### config.mk
export PLATFORM = sky130hd
export DESIGN_NAME = pwr_mode_seq
export DESIGN_NICKNAME = d
export VERILOG_FILES = /design/src/rtl/pwr_mode_pkg.sv /design/src/rtl/pms_next_mode.sv /design/src/rtl/pms_restart_timer.sv /design/src/rtl/pms_clk_ctl.sv /design/src/rtl/pwr_mode_seq.sv
export SDC_FILE = /design/constraint.sdc
export NUM_CORES = 1
export LEC_CHECK = 0
export BUFFER_PORTS_ARGS = -buffer_cell sky130_fd_sc_hd__buf_2
export CORE_AREA = 2 2 39 41
export DETAILED_ROUTE_END_ITERATION = 10
export DIE_AREA = 0 0 41 43
export GPL_TIMING_DRIVEN = 1
export SYNTH_ARGS = -nofsm -noshare
export SYNTH_HDL_FRONTEND = slang
export SYNTH_SLANG_ARGS = --single-unit
### constraint.sdc
create_clock -name clk -period 1.47 [get_ports clk]
set_input_delay 0.147 -clock clk [delete_from_list [all_inputs] [get_ports clk]]
set_output_delay 0.147 -clock clk [all_outputs]
set_load 0.05 [all_outputs]
### src/rtl/pwr_mode_pkg.sv
package pwr_mode_pkg;

    typedef enum logic [2:0] {
        M_PRI_RUN  = 3'd0,
        M_SEC_RUN  = 3'd1,
        M_RC_RUN   = 3'd2,
        M_PRI_IDLE = 3'd3,
        M_SEC_IDLE = 3'd4,
        M_RC_IDLE  = 3'd5,
        M_SLEEP    = 3'd6,
        M_DEEP     = 3'd7
    } pm_mode_e;

    typedef struct packed {
        logic cpu_en;
        logic per_en;
        logic vreg_off;
    } clk_ctl_t;

    function automatic pm_mode_e run_of(input logic [1:0] sel);
        case (sel)
            2'b00:   return M_PRI_RUN;
            2'b01:   return M_SEC_RUN;
            default: return M_RC_RUN;
        endcase
    endfunction

    function automatic pm_mode_e idle_of(input logic [1:0] sel);
        case (sel)
            2'b00:   return M_PRI_IDLE;
            2'b01:   return M_SEC_IDLE;
            default: return M_RC_IDLE;
        endcase
    endfunction

    function automatic logic is_run(input pm_mode_e m);
        return (m == M_PRI_RUN) || (m == M_SEC_RUN) || (m == M_RC_RUN);
    endfunction

    function automatic logic is_idle(input pm_mode_e m);
        return (m == M_PRI_IDLE) || (m == M_SEC_IDLE) || (m == M_RC_IDLE);
    endfunction

    function automatic pm_mode_e target_of(input logic idle, input logic deep,
                                           input logic [1:0] sel);
        if (deep)
            return M_DEEP;
        else if (idle)
            return idle_of(sel);
        else
            return M_SLEEP;
    endfunction

endpackage

### src/rtl/pms_next_mode.sv
module pms_next_mode
    import pwr_mode_pkg::*;
(
    input  pm_mode_e   cur_mode,
    input  pm_mode_e   start_mode,
    input  logic       busy,
    input  logic       sleep_req,
    input  logic       wake,
    input  logic       idle_en,
    input  logic       deep_en,
    input  logic [1:0] clk_sel,
    output pm_mode_e   nxt_mode,
    output logic       load_restart
);
    always_comb begin
        nxt_mode     = cur_mode;
        load_restart = 1'b0;
        if (busy) begin
            nxt_mode = cur_mode;
        end else if (wake && !is_run(cur_mode)) begin
            if (cur_mode == M_DEEP) begin
                nxt_mode     = start_mode;
                load_restart = 1'b1;
            end else begin
                nxt_mode = run_of(clk_sel);
            end
        end else if (sleep_req && !wake) begin
            nxt_mode = target_of(idle_en, deep_en, clk_sel);
        end else if (is_run(cur_mode)) begin
            nxt_mode = run_of(clk_sel);
        end
    end
endmodule

### src/rtl/pms_restart_timer.sv
module pms_restart_timer #(
    parameter int RST_CYCLES = 4
) (
    input  logic clk,
    input  logic rst,
    input  logic load,
    output logic busy
);
    generate
        if (RST_CYCLES == 0) begin : g_none
            assign busy = 1'b0;
        end else begin : g_count
            localparam int CNT_W = $clog2(RST_CYCLES + 1);
            logic [CNT_W-1:0] cnt_q;
            always_ff @(posedge clk) begin
                if (rst)
                    cnt_q <= '0;
                else if (load)
                    cnt_q <= CNT_W'(RST_CYCLES);
                else if (cnt_q != '0)
                    cnt_q <= cnt_q - 1'b1;
            end
            assign busy = (cnt_q != '0);
        end
    endgenerate
endmodule

### src/rtl/pms_clk_ctl.sv
module pms_clk_ctl
    import pwr_mode_pkg::*;
(
    input  pm_mode_e mode,
    input  logic     busy,
    output clk_ctl_t ctl
);
    always_comb begin
        ctl.cpu_en   = is_run(mode) && !busy;
        ctl.per_en   = (is_run(mode) && !busy) || is_idle(mode);
        ctl.vreg_off = (mode == M_DEEP);
    end
endmodule

### src/rtl/pwr_mode_seq.sv
module pwr_mode_seq
    import pwr_mode_pkg::*;
#(
    parameter int RST_CYCLES = 4
) (
    input  logic       clk,
    input  logic       rst,
    input  logic       fast_start,
    input  logic       sleep_req,
    input  logic       idle_en,
    input  logic       deep_en,
    input  logic [1:0] clk_sel,
    input  logic       wake,
    output logic       cpu_clk_en,
    output logic       per_clk_en,
    output logic       vreg_off_req,
    output logic       sys_rst_req,
    output logic [2:0] mode_code
);
    pm_mode_e mode_q, mode_d, start_mode;
    logic     fast_q, busy, load_restart;
    clk_ctl_t ctl;

    assign start_mode = fast_q ? M_RC_RUN : M_PRI_RUN;

    always_ff @(posedge clk) begin
        if (rst) begin
            fast_q <= fast_start;
            mode_q <= fast_start ? M_RC_RUN : M_PRI_RUN;
        end else begin
            mode_q <= mode_d;
        end
    end

    pms_next_mode i_next (
        .cur_mode    (mode_q),
        .start_mode  (start_mode),
        .busy        (busy),
        .sleep_req   (sleep_req),
        .wake        (wake),
        .idle_en     (idle_en),
        .deep_en     (deep_en),
        .clk_sel     (clk_sel),
        .nxt_mode    (mode_d),
        .load_restart(load_restart)
    );

    pms_restart_timer #(.RST_CYCLES(RST_CYCLES)) i_timer (
        .clk (clk),
        .rst (rst),
        .load(load_restart),
        .busy(busy)
    );

    pms_clk_ctl i_ctl (
        .mode(mode_q),
        .busy(busy),
        .ctl (ctl)
    );

    assign cpu_clk_en   = ctl.cpu_en;
    assign per_clk_en   = ctl.per_en;
    assign vreg_off_req = ctl.vreg_off;
    assign sys_rst_req  = busy;
    assign mode_code    = mode_q;
endmodule

==> impl_metrics.yaml, run 1 <==
synth:
  synth_top_cells_by_count: "9 x nor2_1, 6 x a21oi_1, 4 x edfxtp_1, 4 x inv_1"
  post_synth_edffs: 4
  ys_seq_elements: 7
  synth_compound_area_frac: 0.2153
  synthDominantCellAreaShare: 0.2616
  synth_simple_gate_area_frac: 0.2834
  synth_warnings: 0
  ys_seq_area_frac: 0.3924
  synth.area.mux_share: 0.02180
  synthDistinctLibCells: 26
  yosys_top_cell_by_area: "edfxtp_1"
  post_synth_inst_count: 53
  synthXorXnorAreaFrac: 0
  mean_instance_size_in_the_synthesized_netlist_sq_um: 8.664
  post-synth-top-count-cell: "nor2_1"
  synth-async-reset-ratio: 0
  postSynthNetCount: 64
  syn_area_sq_um: 459.2
  synth_top_family_by_area: "simple AND/OR/NAND/NOR gates"
  synthAdderAreaFrac: 0.05450
  top_ff_cell_synth: "edfxtp_1"
  synth_area_leaders: "edfxtp_1 26%, dfxtp_1 13%, nor2_1 7.4%"
die:
  die_area_sq_um: 1763
  cell_rows: 14
  num_io_pins: 16
  placeableCoreArea_sq_um: 1384
  chipHeight_microns: 43
  dieWidth_microns: 41
  initial_core_util: 0.3318
cells_and_area:
  finish.net_count: 96
  drive_gt1_frac: 0.5714
  area.growth.synth_to_final_pct: 59.67
  filler_cells: 134
  finish.instance_area_sq_um: 733.2
  register_area_sq_um: 182.7
  final_util: 0.5298
  multi_input_gate_area_sq_um: 307.8
  antennaDiodeCount: 0
global_route:
  antenna_found_initial: 0
  via_count_of_the_first_global_routing_pass: 448
  wire_length_of_the_first_global_routing_pass_microns: 1669
  grt-ovfl-total: 0
  grt_start_max_net_pins: 10
  gr-usage-all-layers: 0.1446
timing:
  fin_worst_hold_slack_ns: 0.09150
  achievable-frequency_ghz: 0.6326
  fin_crit_ns: 1.581
  timing_worst_slew_pin_value_ns: 0.2318
  clock_skew_ns: 0.0008600
  timing.slew.headroom: 0.8444
  timing.final.crit_share: 1.075
  setup_slack_ns: -0.1109
  setup_violations: 6
  final-max-slew-violation-count: 0
  final_hold_vios: 0
  grt_setup_unrepaired: "yes"
placed_design:
  gp_routability_congestion: 0.6927
  placed_cell_area_sq_um: 624.3
  dp_slack_ns: 0.03250
  hpwl_microns: 780.2
  io_buffer_count: 15
worst_setup_path:
  critical_path.startpoint_type: "flip-flop"
  required_ns: 1.32
  setup.worst_path.end_class: "primary output"
  cp_max_fo: 3
  worst_ep_arrival_time_ns: 1.43
  timing.setup.critical_path_class: "reg -> out"
hold_path:
  hold_path.class: "in -> reg"
cts:
  clock_sinks: 7
  cts.htree.levels: 1
  clk_path_buf_depth: 2
  cts_root_buffer: "clkbuf_4"
  clock_latency_ns: 0.25
  cts_tree: "done"
  cts.hold.buffers_added: 0
  clk_pin_slew_ns: 0.05
  clock_buffers_created_by_tritoncts: 3
detailed_routing:
  vias_per_cell: 4.980
  drt_first_iter_violations: 8
  avgRoutedWirePerCell_microns: 10.25
  drtAntennaViolNets: 0
  first_drt_pass_iteration_count: 4
  drt_wl_total_microns: 1025
  num_vias: 498
  post-route-drc-count: 0
power:
  powerDensity_nw_per_um2: 2234
  power.static_leakage_uw: 0.0003299
  ir_drop_uv: 666.7
run_status:
  violations: "negative setup slack"
  outcome: "complete, but fails checks"
run:
  drv_cap: 0
## final timing paths
check                      startpoint                       end  slack (ns)  cells past startpoint
max          i_timer.g_count.cnt_q[0]                per_clk_en       -0.11                      8
min                        fast_start                    fast_q        0.09                      1
max reg2reg  i_timer.g_count.cnt_q[0]              mode_code[2]           0                      7
min reg2reg  i_timer.g_count.cnt_q[2]  i_timer.g_count.cnt_q[2]        0.47                      1
## cells in the final DEF, fill, tap and decap left out, types with 2 or more instances in the layout
master,instances
buf_2,13
buf_4,12
nor2_1,8
a21oi_1,4
edfxtp_1,4
clkbuf_4,3
inv_2,2
and3_2,2
nand2_1,2
nand2b_1,2
a31oi_1,2
a211oi_2,2
dfxtp_2,2
buf_6,2
## worst max-delay path, stage by stage (launching register included)
cell and delay, ns:
dfxtp_2 0.32, inv_2 0.07, ha_4 0.13, and2b_2 0.18, clkinvlp_4 0.10, nand2_2 0.08
nor2_4 0.04, a21oi_4 0.10, buf_6 0.17
## final cells by class
| class | count | area share |
|---|---|---|
| Clock buffer | 4 | 0.03584 |
| Timing Repair Buffer | 27 | 0.2423 |
| Inverter | 4 | 0.02560 |
| Tap cell | 16 | 0.02730 |
| Sequential cell | 7 | 0.2491 |
| Multi-Input combinational cell | 42 | 0.4198 |
## cell families (layout without fill, tap and decap cells)
family | count (synthesis) | count (layout)
adder cells (fa/ha/maj) | 2 | 2
AND/OR/NAND/NOR | 24 | 24
multiplexers | 1 | 1
AO/OA/AOI/OAI | 15 | 15
buffers and inverters | 4 | 35
flip-flops | 7 | 7
## per-stage QoR
step	total power, uW	setup TNS (ns)	cells
after CTS	1621	-0.1931	98
after detailed placement	1252	0	88
after global routing	1756	-0.5703	100
final	1638	-0.1258	100
after global placement	1241	0	88
after floorplan	1028	-0.7342	53
## timing repair
action / 4_1_cts / 5_1_grt
pin swaps: 3 / 0
setup buffers: 6 / 2
gates resized for setup: 8 / 0
setup endpoints to repair: 4 / 6
## flip-flops by register name, indices dropped and copies added, names as in the netlist
name and cells:
mode_code 3, i_timer.g_count.cnt_q 3, fast_q 1
## report_power, final
part           switching [uW]  leakage, uW  internal [uW]  total (uW)
combinational             655     0.000248            476        1130
sequential               50.9    0.0000671            283         334
clock                    69.2    0.0000150            103         173
total                     775     0.000330            863        1640
## per-layer routing
layer | GRT usage | wire [microns] | up-vias
li1 | - | - | 252
met1 | 0.1612 | 468 | 229
met2 | 0.2188 | 500 | 15
met3 | 0.04712 | 49 | 2
met4 | 0.1000 | 7 | 0
met5 | 0 | 0 | -
Note: power is estimated with default switching activity, not from simulation.
==> inputs of run 2 (changes only) <==
--- a/config.mk
+++ b/config.mk
@@ -6,9 +6,9 @@
 export NUM_CORES = 1
 export LEC_CHECK = 0
 export BUFFER_PORTS_ARGS = -buffer_cell sky130_fd_sc_hd__buf_2
-export CORE_AREA = 2 2 39 41
+export CORE_AREA = 3 3 40 42
 export DETAILED_ROUTE_END_ITERATION = 10
-export DIE_AREA = 0 0 41 43
+export DIE_AREA = 0 0 43 45
 export GPL_TIMING_DRIVEN = 1
 export SYNTH_ARGS = -nofsm -noshare
 export SYNTH_HDL_FRONTEND = slang
==> impl_metrics.yaml, run 2 (synthesis results as in run 1) <==
cts:
  clk_path_buf_depth: 2
  cts_tree: "done"
  clock_sinks: 7
  clock_buffers_created_by_tritoncts: 3
  clock_latency_ns: 0.24
  cts_root_buffer: "clkbuf_4"
  clk_pin_slew_ns: 0.05
  cts.htree.levels: 1
  cts.hold.buffers_added: 0
global_route:
  grt-ovfl-total: 0
  grt_start_max_net_pins: 10
  antenna_found_initial: 0
  gr-usage-all-layers: 0.1257
  via_count_of_the_first_global_routing_pass: 415
  wire_length_of_the_first_global_routing_pass_microns: 1780
cells_and_area:
  multi_input_gate_area_sq_um: 314.1
  final_common_cell: "buf_2"
  drive_gt1_frac: 0.5513
  filler_cells: 130
  finish.instance_area_sq_um: 703.2
  finish.net_count: 90
  area.growth.synth_to_final_pct: 53.13
  antennaDiodeCount: 0
  final_util: 0.5472
  register_area_sq_um: 182.7
  final_cells: 93
  most-common-layout-cells: "12 x buf_2, 8 x nor2_1, 6 x buf_4"
worst_setup_path:
  critical_path.startpoint_type: "flip-flop"
  timing.setup.critical_path_class: "reg -> out"
  crit_end: "per_clk_en"
  setup.worst_path.end_class: "primary output"
  worst_ep_arrival_time_ns: 1.42
  worst_r2r_endpoint: "mode_code[0]"
  required_ns: 1.32
  crit_start: "i_timer.g_count.cnt_q[0]"
  r2r_cells: 6
  rr_startpoint: "i_timer.g_count.cnt_q[0]"
  cp_max_fo: 3
  r2r_setup_slack_ns: 0.06
die:
  placeableCoreArea_sq_um: 1285
  cell_rows: 13
  die_area_sq_um: 1935
  chipHeight_microns: 45
  num_io_pins: 16
  initial_core_util: 0.3574
  dieWidth_microns: 43
detailed_routing:
  vias_per_cell: 5.129
  first_drt_pass_iteration_count: 2
  drtAntennaViolNets: 0
  post-route-drc-count: 0
  drt_first_iter_violations: 3
  drt_wl_total_microns: 1015
  num_vias: 477
  avgRoutedWirePerCell_microns: 10.91
timing:
  timing.final.crit_share: 1.069
  fin_crit_ns: 1.571
  final-max-slew-violation-count: 0
  final_hold_vios: 0
  grt_setup_unrepaired: "yes"
  achievable-frequency_ghz: 0.6366
  timing.slew.headroom: 0.7594
  setup_violations: 3
  timing_worst_slew_pin_value_ns: 0.3582
  setup_slack_ns: -0.1009
  clock_skew_ns: 0.0009369
placed_design:
  dpl.cell_count: 86
  gp_routability_congestion: 0.7084
  io_buffer_count: 15
  placed_cell_area_sq_um: 615.6
  hpwl_microns: 831.3
hold_path:
  hold_path.class: "in -> reg"
run_status:
  violations: "negative setup slack"
  outcome: "complete, but fails checks"
power:
  powerDensity_nw_per_um2: 2267
  report.power.total_uw: 1594
  power.static_leakage_uw: 0.0003070
  ir_drop_uv: 909.9
run:
  drv_cap: 0
[run 2: cell types whose count changed in the layout (fill, tap and decap cells not counted), sizes merged]
cell | before | now
buf | 27 | 21
[run 2: critical path: stages (launching register included)]
cell	delay, ns
dfxtp_2	0.32
inv_2	0.07
ha_4	0.13
and2b_2	0.18
clkinvlp_4	0.11
nand2_2	0.06
nor2_2	0.04
a21oi_4	0.10
buf_6	0.17
[run 2: layout make-up]
cell class,count,share of cell area
sequential,7,0.2598
multi-input combinational,42,0.4466
inverter,4,0.02669
timing repair buffer,21,0.2028
clock buffer,4,0.03737
tap,15,0.02669
[run 2: routing by layer]
layer,wire length (microns),global-route usage,share of wire,up-vias
met5,0,0,0,-
met4,17,0.07229,0.017,0
met3,66,0.04382,0.065,2
met2,460,0.1856,0.45,14
met1,470,0.1597,0.46,220
li1,-,-,-,241
[run 2: how the worst min path moves through the flow]
| stage | startpoint | endpoint | slack (ns) | cells past startpoint |
|---|---|---|---|---|
| after global routing | fast_start | fast_q | 0.09 | 1 |
| after global placement | fast_start | fast_q | 0.34 | 1 |
| after detailed placement | fast_start | fast_q | 0.35 | 1 |
| after CTS | fast_start | fast_q | 0.1 | 1 |
| after floorplan | rst | i_timer.g_count.cnt_q[2] | 0.21 | 1 |
| final | fast_start | fast_q | 0.10 | 1 |
[run 2: power breakdown]
part           leakage (uW)  switching (uW)  total [uW]  internal (uW)
clock network     0.0000150            62.7         166            103
registers         0.0000671            58.3         342            284
logic              0.000225             645        1090            442
[run 2: stage by stage]
step / setup slack (ns) / hold WS [ns] / setup TNS, ns
2_1_floorplan: -0.1743 / 0.2116 / -0.7342
3_3_place_gp: 0.008552 / 0.3403 / 0
3_5_place_dp: -0.01015 / 0.3496 / -0.03031
4_1_cts: -0.1353 / 0.09531 / -0.1618
5_1_grt: -0.2033 / 0.08774 / -0.4175
6_report: -0.1009 / 0.1022 / -0.1175
[run 2: repair_timing]
action,4_1_cts,5_1_grt
resized for setup,10,2
setup buffers,3,0
pin swaps,1,2
endpoints found under the setup margin,7,6
